==> config.mk <==
export PLATFORM = sky130hd
export DESIGN_NAME = pll_prog_seq
export DESIGN_NICKNAME = d
export VERILOG_FILES = /design/src/rtl/pll_prog_seq.sv
export SDC_FILE = /design/constraint.sdc
export NUM_CORES = 1
export LEC_CHECK = 0
export CORE_ASPECT_RATIO = 0.75
export CORE_MARGIN = 1
export CORE_UTILIZATION = 40
export CTS_BUF_LIST = sky130_fd_sc_hd__clkbuf_4 sky130_fd_sc_hd__clkbuf_8 sky130_fd_sc_hd__clkbuf_16
export DETAILED_ROUTE_END_ITERATION = 8
export PLACE_DENSITY = 0.7
export SLEW_MARGIN = 20
export SYNTH_ARGS = -nofsm -noshare
export SYNTH_HDL_FRONTEND = slang
export SYNTH_SLANG_ARGS = --single-unit
==> constraint.sdc <==
create_clock -name clk -period 4.3 [get_ports clk]
set_input_delay 0.86 -clock clk [delete_from_list [all_inputs] [get_ports clk]]
set_output_delay 0.86 -clock clk [all_outputs]
set_load 0.02 [all_outputs]
==> src/rtl/pll_prog_seq.sv <==
module pll_prog_seq #(
  parameter int          ADDR_W        = 8,
  parameter logic [7:0]  CTRL_ADDR     = 8'h24,
  parameter int          SETTLE_CYCLES = 50000
) (
  input  logic              clk,
  input  logic              rst_n,
  input  logic              start,
  input  logic [31:0]       pll_setting,
  input  logic [31:0]       cur_value,
  output logic [ADDR_W-1:0] wr_addr,
  output logic [31:0]       wr_data,
  output logic              wr_valid,
  input  logic              wr_ready,
  output logic              busy,
  output logic              done
);

  localparam int CNT_W = (SETTLE_CYCLES < 2) ? 1 : $clog2(SETTLE_CYCLES);
  localparam logic [CNT_W-1:0] CNT_LAST = CNT_W'(SETTLE_CYCLES - 1);

  localparam int BIT_RST = 31;
  localparam int BIT_EN  = 11;
  localparam int BIT_BYP = 8;
  localparam int BIT_AUX = 5;

  localparam logic [31:0] M_RST  = 32'(1) << BIT_RST;
  localparam logic [31:0] M_EN   = 32'(1) << BIT_EN;
  localparam logic [31:0] M_BYP  = 32'(1) << BIT_BYP;
  localparam logic [31:0] M_AUX  = 32'(1) << BIT_AUX;
  localparam logic [31:0] M_LOAD = ~(M_RST | M_EN | M_BYP | M_AUX);

  typedef enum logic [2:0] {
    ST_IDLE, ST_HOLD, ST_LOAD, ST_SETTLE, ST_ENABLE, ST_UNRST, ST_UNBYP
  } step_t;

  step_t            step;
  logic [31:0]      shadow;
  logic [31:0]      new_set;
  logic [CNT_W-1:0] cnt;

  wire writing = (step == ST_HOLD) || (step == ST_LOAD) || (step == ST_ENABLE) ||
                 (step == ST_UNRST) || (step == ST_UNBYP);
  wire fire    = writing && wr_ready;

  assign wr_valid = writing;
  assign wr_data  = shadow;
  assign wr_addr  = ADDR_W'(CTRL_ADDR);
  assign busy     = (step != ST_IDLE);

  always_ff @(posedge clk or negedge rst_n) begin
    if (!rst_n) begin
      step    <= ST_IDLE;
      shadow  <= '0;
      new_set <= '0;
      cnt     <= '0;
      done    <= 1'b0;
    end else begin
      done <= 1'b0;
      case (step)
        ST_IDLE: if (start) begin
          shadow  <= (cur_value & ~M_AUX) | M_RST | M_BYP;
          new_set <= pll_setting & M_LOAD;
          step    <= ST_HOLD;
        end
        ST_HOLD: if (fire) begin
          shadow <= shadow | new_set;
          step   <= ST_LOAD;
        end
        ST_LOAD: if (fire) begin
          cnt  <= '0;
          step <= ST_SETTLE;
        end
        ST_SETTLE: begin
          if (cnt == CNT_LAST) begin
            shadow <= shadow | M_EN;
            step   <= ST_ENABLE;
          end else begin
            cnt <= cnt + 1'b1;
          end
        end
        ST_ENABLE: if (fire) begin
          shadow <= shadow & ~M_RST;
          step   <= ST_UNRST;
        end
        ST_UNRST: if (fire) begin
          shadow <= shadow & ~M_BYP;
          step   <= ST_UNBYP;
        end
        ST_UNBYP: if (fire) begin
          done <= 1'b1;
          step <= ST_IDLE;
        end
        default: step <= ST_IDLE;
      endcase
    end
  end

endmodule

# Word-level counts from Yosys, hierarchy flattened
# Cells that the tools add are included.
[classes]
add_sub_neg = 1
n_eq_ne = 15
muxes = 19
bitwise_logic = 4
n_reduce_logical = 19
[ops]
columns = ["operator", "count"]
rows = [
  ["one-hot mux 32 bit (5 select lines)", 1],
  ["two-way mux 32 bit", 3],
  ["two-way mux 16 bit", 2],
  ["OR 32 x 31 -> 32 bit", 1],
  ["one-hot mux 16 bit (2 select lines)", 1],
  ["AND reduction 6 bit", 4],
  ["two-way mux 3 bit", 7],
  ["one-hot mux 3 bit (7 select lines)", 1],
  ["adder 16 x 1 -> 16 bit, second input constant", 1],
  ["== test 16 bit, second input constant", 1],
  ["inequality test 2 bit, second input constant", 8],
  ["two-way mux 12 bit", 1],
  ["nonzero test 3 bit", 4],
  ["== test 3 bit, second input constant", 3],
  ["two-way mux 9 bit", 1],
  ["AND reduction 7 bit", 1],
  ["== test 3 x 2 -> 1 bit, second input constant", 2],
  ["logical OR 1 bit", 4],
  ["nonzero test 2 bit", 2],
  ["== test 3 x 1 -> 1 bit, second input constant", 1],
  ["zero test 3 bit", 1],
  ["inverter 1 bit", 3],
  ["AND reduction 3 bit", 1],
  ["two-way mux 1 bit", 2],
  ["2 further kinds", 2],
]
[totals]
register_bits = 80
inputBits = 68
output_inout_bits = 43
wordCells = 66

# Logic depth before layout (Yosys ltp)
# Gate-level depths: netlist of the first run.
[depth]
depth_word = 8
ltp_mapped = 7
ltp_nobuf = 5

# Worst setup path before layout of the first run
# No wires, ideal clock.
[synth_timing]
kind = "input to register"
from = "input port wr_ready"
to = "register cnt[11]"
setup_ns = 0.077
arrival_ns = 2.016
t_required_ns = 4.223
slack_ns = 2.207
path_stages = 5
n_path_buf = 1
cell_sequence = "o21ai_1 buf_6 or3_4 or4_1 a21oi_1"
[synth_via]
elab_chain_cells = 3
[synth_rtl]
columns = ["item", "line_no", "text"]
rows = [
  ["start, declared", "14", "input logic wr_ready,"],
  ["logical AND 1 bit", "44", "wire fire = writing && wr_ready;"],
  ["inequality test 2 bit (no line)", "-", ""],
  ["AND reduction 3 bit (no line)", "-", ""],
  ["end signal, assigned", "79", "cnt <= cnt + 1'b1;"],
  ["end, declared", "40", "logic [CNT_W-1:0] cnt;"],
]
# No other way between the ends.
# A chain may end at the register's enable or synchronous reset.

# Final worst setup path of the first run
[layout_timing]
from = "register step[2]"
to = "output port wr_valid"
[layout_via]
elab_chain_cells = 5
word_cells_on_any_way = 9
cone_classes = "5 x eq/ne; 4 x reduce/logical"
[layout_rtl]
columns = ["item", "line_no", "text"]
rows = [
  ["start, declared", "37", "step_t step;"],
  ["start signal, assigned", "53", "step <= ST_IDLE;"],
  ["start signal, assigned", "64", "step <= ST_HOLD;"],
  ["start signal, assigned", "68", "step <= ST_LOAD;"],
  ["== test 3 x 1 -> 1 bit / == test 3 x 2 -> 1 bit (equally long branches)", "42", "wire writing = (step == ST_HOLD) || (step == ST_LOAD) || (step == ST_ENABLE) ||"],
  ["logical OR 1 bit (3 in series)", "42", ""],
  ["logical OR 1 bit *", "43", "(step == ST_UNRST) || (step == ST_UNBYP);"],
  ["end, declared", "13", "output logic wr_valid,"],
]
# Mark *: on every way between the ends. The rest lies on a longest branch, timed or not.

==> results of run 1 <==
## cell usage in the layout (no fill, tap or decap), drive strengths merged, types with 2 or more instances in the layout
cell type      count
clkdlybuf4s50     93
dfrtp             79
nand2             47
nor2               8
a21oi             10
nor3              12
nand2b             4
nor4bb             2
clkbuf            11
nor4               3
o21ai             37
a22oi             30
clkinv             3
or3                4
o31ai              2
mux2i              8
buf                5
mux2              30
and3               2
conb               9
inv                6
a31oi              2
o2bb2ai            3
nand3              7
## final timing paths
path | startpoint | end | slack [ns]
hold / removal | wr_data[3] | wr_data[3] | 0.48
setup / recovery | step[2] | wr_valid | 1.45
hold reg to reg | wr_data[3] | wr_data[3] | 0.48
min in group asynchronous | rst_n | new_set[20] | 0.57
setup reg to reg | step[2] | new_set[15] | 1.96
max in group asynchronous | rst_n | wr_data[8] | 3.25
## sequential cells by signal, summed over array words and instances, names as in the netlist
| name | cells |
|---|---|
| wr_data | 31 |
| done | 1 |
| cnt | 16 |
| step | 3 |
| new_set | 28 |
## metrics by stage
stage	instances	worst slack [ns]	util, %	hold WS, ns
5_1_grt	539	1.319	56.75	0.5052
2_1_floorplan	347	2.207	-	0.4798
3_3_place_gp	524	1.434	53.26	0.4634
3_5_place_dp	524	1.400	53.26	0.4691
4_1_cts	539	1.460	56.71	0.4825
6_report	539	1.455	56.75	0.4762
## area by class of cell
type / count / share of cell area [%]
clock buffer: 11 / 5.157
clock inverter: 4 / 0.9191
inverter: 6 / 0.4595
multi-input combinational: 233 / 30.53
sequential: 79 / 40.34
tap: 108 / 2.757
timing repair buffer: 98 / 19.84
## worst register-to-register path, delay by kind of cell (launching register included)
kind | cells | cell delay (ns)
AND/OR/NAND/NOR | 2 | 0.94
multiplexers | 1 | 0.29
flip-flops | 1 | 0.58
buffers and inverters | 1 | 0.41
## cells by family (layout without fill, tap and decap cells)
kind of cell    count (synthesis)  count (layout)  share of synthesized area, %
compound gates                 91              91                         15.88
other cells                     2               9                        0.2073
flops                          79              79                         54.56
simple gates                   94              94                         12.43
mux                            38              38                         11.53
buf+inv                        35             119                         5.041
fa+ha+maj                       1               1                        0.3452
## power by group
group | internal (mW) | switching [mW] | total, mW
combinational | 0.406 | 0.348 | 0.754
clock | 0.474 | 0.288 | 0.762
sequential | 1.00 | 0.164 | 1.17
## per-layer routing
layer	track usage (%)	vias to the layer above	share of wire, %
li1	-	1381	-
met1	25.76	1383	45
met2	29.76	109	44
met3	7.726	18	8.3
met4	9.091	0	2.7
met5	0	-	0
==> run metrics, run 1 <==
hold buffers post-CTS 0; CP Launch Type register; GR Overflow Total 0; fraction of layout cells with a size suffix above 1 13.23%; FP Rows 29; Reg area 1977 sq um; number of stages on the worst setup path 3; chain of cells forming the critical path nor3_1 > a21oi_1 > clkdlybuf4s50_1; Overall Global Routing Usage 19.96%; buffers and inverters on the worst path 1; HP Class reg2reg; mapped cell area 3623 sq um; final setup violating endpoints 0; Die W 111.9 um; violated checks design-rule violations; Synth area leader dfrtp_1; htree depth 3; async set-reset flop share out of synthesis 100.0%; slowest cell on the critical path dfrtp_1; drt first pass iters 7; CP Capture Type output port; post-synthesis cell count 340; #FFs+latches synth 79; Antenna Violating Nets Remaining 0; Post-Route WL 8.846 mm; IO Pins 111; fin. max-slew vios 0; Max-slew headroom 31.81%; crit path max fanout 17; Area Growth Syn to Fin 35.26%; Post-CTS Setup Repair Bufs 0; Pwr Total 2.684 mW; Via Count 2891; die area 9447 sq um; Placed Area 4599 sq um; RSZ-0062 raised after global routing false; Clock Pin Slew Worst Setup and Hold Paths 0.06 ns; library cells used by synthesis 41; core area 8636 sq um; CP top delay family flip-flops; dominant synthesized flop cell dfrtp_1; pwr/cell area 547.7 nW/um^2; largest cells by area after synthesis dfrtp_1 (55%), mux2_2 (9.3%), a22oi_1 (6.2%); Worst EP arrival 1.99 ns; commonest cells in the netlist dfrtp_1 (79), nand2_1 (47), a22oi_1 (30), mux2_2 (30), o21ai_0 (24); most common cell in the netlist dfrtp_1; critical path's largest stage delay 0.70 ns; input/output buffers 94; crit share post-route 66.17%; RD Place Congestion 0.7862; largest net degree at the start of global routing 80; worst r2r path cells 4; CTS tree yes; syn_area_per_cell 10.66 sq um; # fillers 750; clock latency on the worst-skew pair 0.34 ns; status finished, violations left; initial antenna violation count 0; detailed placement HPWL 5.891 mm; multi-input logic area 1496 sq um; WHS Path Cells 2; Clock Path Buffers 2; design area 4901 sq um; post-synthesis sequential area ratio 54.56%; fmax 0.3514 GHz; synth warn 0; final hold violations 0; Synth top area share 54.56%; initial core utilization 41.96%; Clock Skews 0.005037 ns; post_cts resized 0; cell chosen for the clock root clkbuf_16; first-pass GRT wire length 14.48 mm; initial DRC count 244; Max VDD drop 0.3204 mV; MaxCap Viol Count 0; CTS Buf Count 9; P_leak 2.078 nW; CP Class reg2out; post-detailed-route wirelength per cell 16.41 um; DRC 6; Via density 5.364; final net count 496; Die Span Y 84.43 um; number of diodes 0; vias in the first global route 2901; Worst Tran Pin Value 1.020 ns; total negative slack 0 ns; Clock Sinks 79; post-route minimum period 2.846 ns; Worst Path Required 3.44 ns; EDFF count, synth 0
No activity file was read; power rests on OpenSTA's default activity.
==> run 2, diff against run 1 <==
==> constraint.sdc (replaced) <==
create_clock -name clk -period 2.9 [get_ports clk]
set_input_delay 0.58 -clock clk [delete_from_list [all_inputs] [get_ports clk]]
set_output_delay 0.58 -clock clk [all_outputs]
set_load 0.02 [all_outputs]
==> run metrics, run 2 (same netlist as run 1, synthesis figures left out) <==
post-detailed-route wirelength per cell 16.34 um (-0.47%); slowest cell on the critical path dfrtp_1; Clock Pin Slew Worst Setup and Hold Paths 0.06 ns (about the same); fin util 57.10% (+0.35 points); Inst Count DP 528 (+0.76%); CP Capture Type output port; Die W 111.9 um (unchanged); MaxCap Viol Count 0 (unchanged); initial core utilization 41.96% (unchanged); post-route minimum period 2.582 ns; Worst EP arrival 2.00 ns (about the same); Antenna Violating Nets Remaining 0 (unchanged); Post-CTS Setup Repair Bufs 0 (unchanged); critical path's largest stage delay 0.55 ns (-0.15 ns); die area 9447 sq um (unchanged); Post-Route WL 8.870 mm (+0.27%); Placed Area 4642 sq um (+0.92%); RSZ-0062 raised after global routing false; RD Place Congestion 0.7879 (+0.22%); # fillers 763 (+1.7%); Clock Sinks 79 (unchanged); final setup violating endpoints 0 (unchanged); core area 8636 sq um (unchanged); PnR worst setup slack 0.3177 ns (-1.137 ns); commonest non-fill, non-tap cell in the layout clkdlybuf4s50_1; most frequent cells in the layout clkdlybuf4s50_1 (93), dfrtp_1 (79), nand2_1 (46); Clock Skews 0.006302 ns (+0.001265 ns); Seq pwr share 44.1% (+0.6 points); Overall Global Routing Usage 19.82% (-0.15 points); Max VDD drop 0.4591 mV (+43%); input/output buffers 94 (unchanged); fmax 0.3872 GHz; IO Pins 111 (unchanged); hold buffers post-CTS 0 (unchanged); Via Count 2954 (+2.2%); clock latency on the worst-skew pair 0.33 ns (about the same); clock network power share 27.4% (-1.0 points); FP Rows 29 (unchanged); Post-Layout Cell Count 543 (+0.74%); htree depth 3 (unchanged); initial antenna violation count 0 (unchanged); Switching Share 30.26% (+0.44 points); vias in the first global route 2908 (+0.24%); largest net degree at the start of global routing 57 (-29%); CTS tree yes; fin. max-slew vios 0 (unchanged); final net count 500 (+0.81%); pwr/cell area 798.8 nW/um^2 (+46%); Area Growth Syn to Fin 36.08%; post_cts resized 0 (unchanged); crit path max fanout 14 (-3); initial DRC count 204 (-16%); Pwr Total 3.939 mW (+47%); Max-slew headroom 51.71% (+20 points); WHS 0.2735 ns (-0.2026 ns); combinational power share 28.5% (+0.4 points); first-pass GRT wire length 14.47 mm (about the same); detailed placement HPWL 6.060 mm (+2.9%); number of diodes 0 (unchanged); CP Class reg2out; HP Class in2async; CTS Buf Count 9 (unchanged); pre-CTS WS 0.3940 ns (-1.006 ns); CP Launch Type register; DRC 6 (unchanged); final hold violations 0 (unchanged); Clock Path Buffers 2 (unchanged); Die Span Y 84.43 um (unchanged); design area 4931 sq um (+0.61%); max reg flops 31 (unchanged); crit share post-route 89.05%; chain of cells forming the critical path nor3_1 > a21oi_1 > clkdlybuf4s50_1; internal power contribution 2.747 mW (+46%); Net Switching 1.192 mW (+49%); violated checks design-rule violations; drt first pass iters 6 (-1); multi-input logic area 1496 sq um (unchanged); worst r2r path cells 4 (unchanged); Via density 5.440 (+1.4%); Worst Path Required 2.32 ns (-1.12 ns); Worst Tran Pin Value 0.7195 ns (-0.3009 ns); status finished, violations left; fraction of layout cells with a size suffix above 1 14.02% (+0.80 points); GR Overflow Total 0 (unchanged); total negative slack 0 ns (unchanged); Reg area 1977 sq um (unchanged); cell chosen for the clock root clkbuf_16; P_leak 2.090 nW (+0.55%)
==> run 2: cell types whose count changed in the layout (fill, tap and decap cells not counted), sizes merged <==
cell      delta
clkinvlp     +2
clkinv       -3
clkbuf       +2
buf          +4
bufinv       -1
==> run 2: path summary, 6_finish.rpt <==
path / start / endpoint / slack (ns)
setup / recovery: step[0] / wr_valid / 0.32
hold / removal: rst_n / wr_data[20] / 0.27
setup reg to reg: cnt[6] / cnt[0] / 0.68
hold reg to reg: wr_data[25] / wr_data[25] / 0.48
max in group asynchronous: rst_n / new_set[15] / 1.97
min in group clk: wr_data[25] / wr_data[25] / 0.48
==> run 2: critical path, delay by kind of cell, from the launching register on <==
kind / cells / cell delay [ns]
DFF: 1 / 0.55
buffers and inverters: 1 / 0.55
and+or+nand+nor: 1 / 0.46
AOI/OAI and AO/OA: 1 / 0.10
==> run 2: routing by layer <==
metal | GRT usage [%] | share of wire (%) | vias to the layer above
met2 | 30.43 | 45 | 109
li1 | - | - | 1390
met3 | 7.870 | 7.8 | 19
met5 | 0 | 0 | -
met1 | 24.72 | 44 | 1436
met4 | 8.968 | 2.7 | 0
==> run 2: power groups by stage <==
stage                     sequential (mW)  clock (mW)  combinational (mW)
after global placement               1.72           0                1.10
after CTS                            1.73        1.10                1.14
final                                1.74        1.08                1.12
after global routing                 1.79        1.14                1.21
after detailed placement             1.75           0                1.13
after floorplan                      1.89           0               0.423
==> run 2: cell type report <==
| cell class | instances | share of cell area (%) |
|---|---|---|
| timing repair buffer | 102 | 20.50 |
| inverter | 6 | 0.4567 |
| multi-input combinational | 233 | 30.35 |
| sequential | 79 | 40.09 |
| clock buffer | 13 | 5.557 |
| clock inverter | 2 | 0.3045 |
| tap | 108 | 2.740 |
==> run 3, diff against run 2 <==
--- a/config.mk
+++ b/config.mk
@@ -11,7 +11,6 @@
 export CTS_BUF_LIST = sky130_fd_sc_hd__clkbuf_4 sky130_fd_sc_hd__clkbuf_8 sky130_fd_sc_hd__clkbuf_16
 export DETAILED_ROUTE_END_ITERATION = 8
 export PLACE_DENSITY = 0.7
-export SLEW_MARGIN = 20
 export SYNTH_ARGS = -nofsm -noshare
 export SYNTH_HDL_FRONTEND = slang
 export SYNTH_SLANG_ARGS = --single-unit
==> results of run 3 <==
Final layout, timing and power as in run 2 (identical DEF).
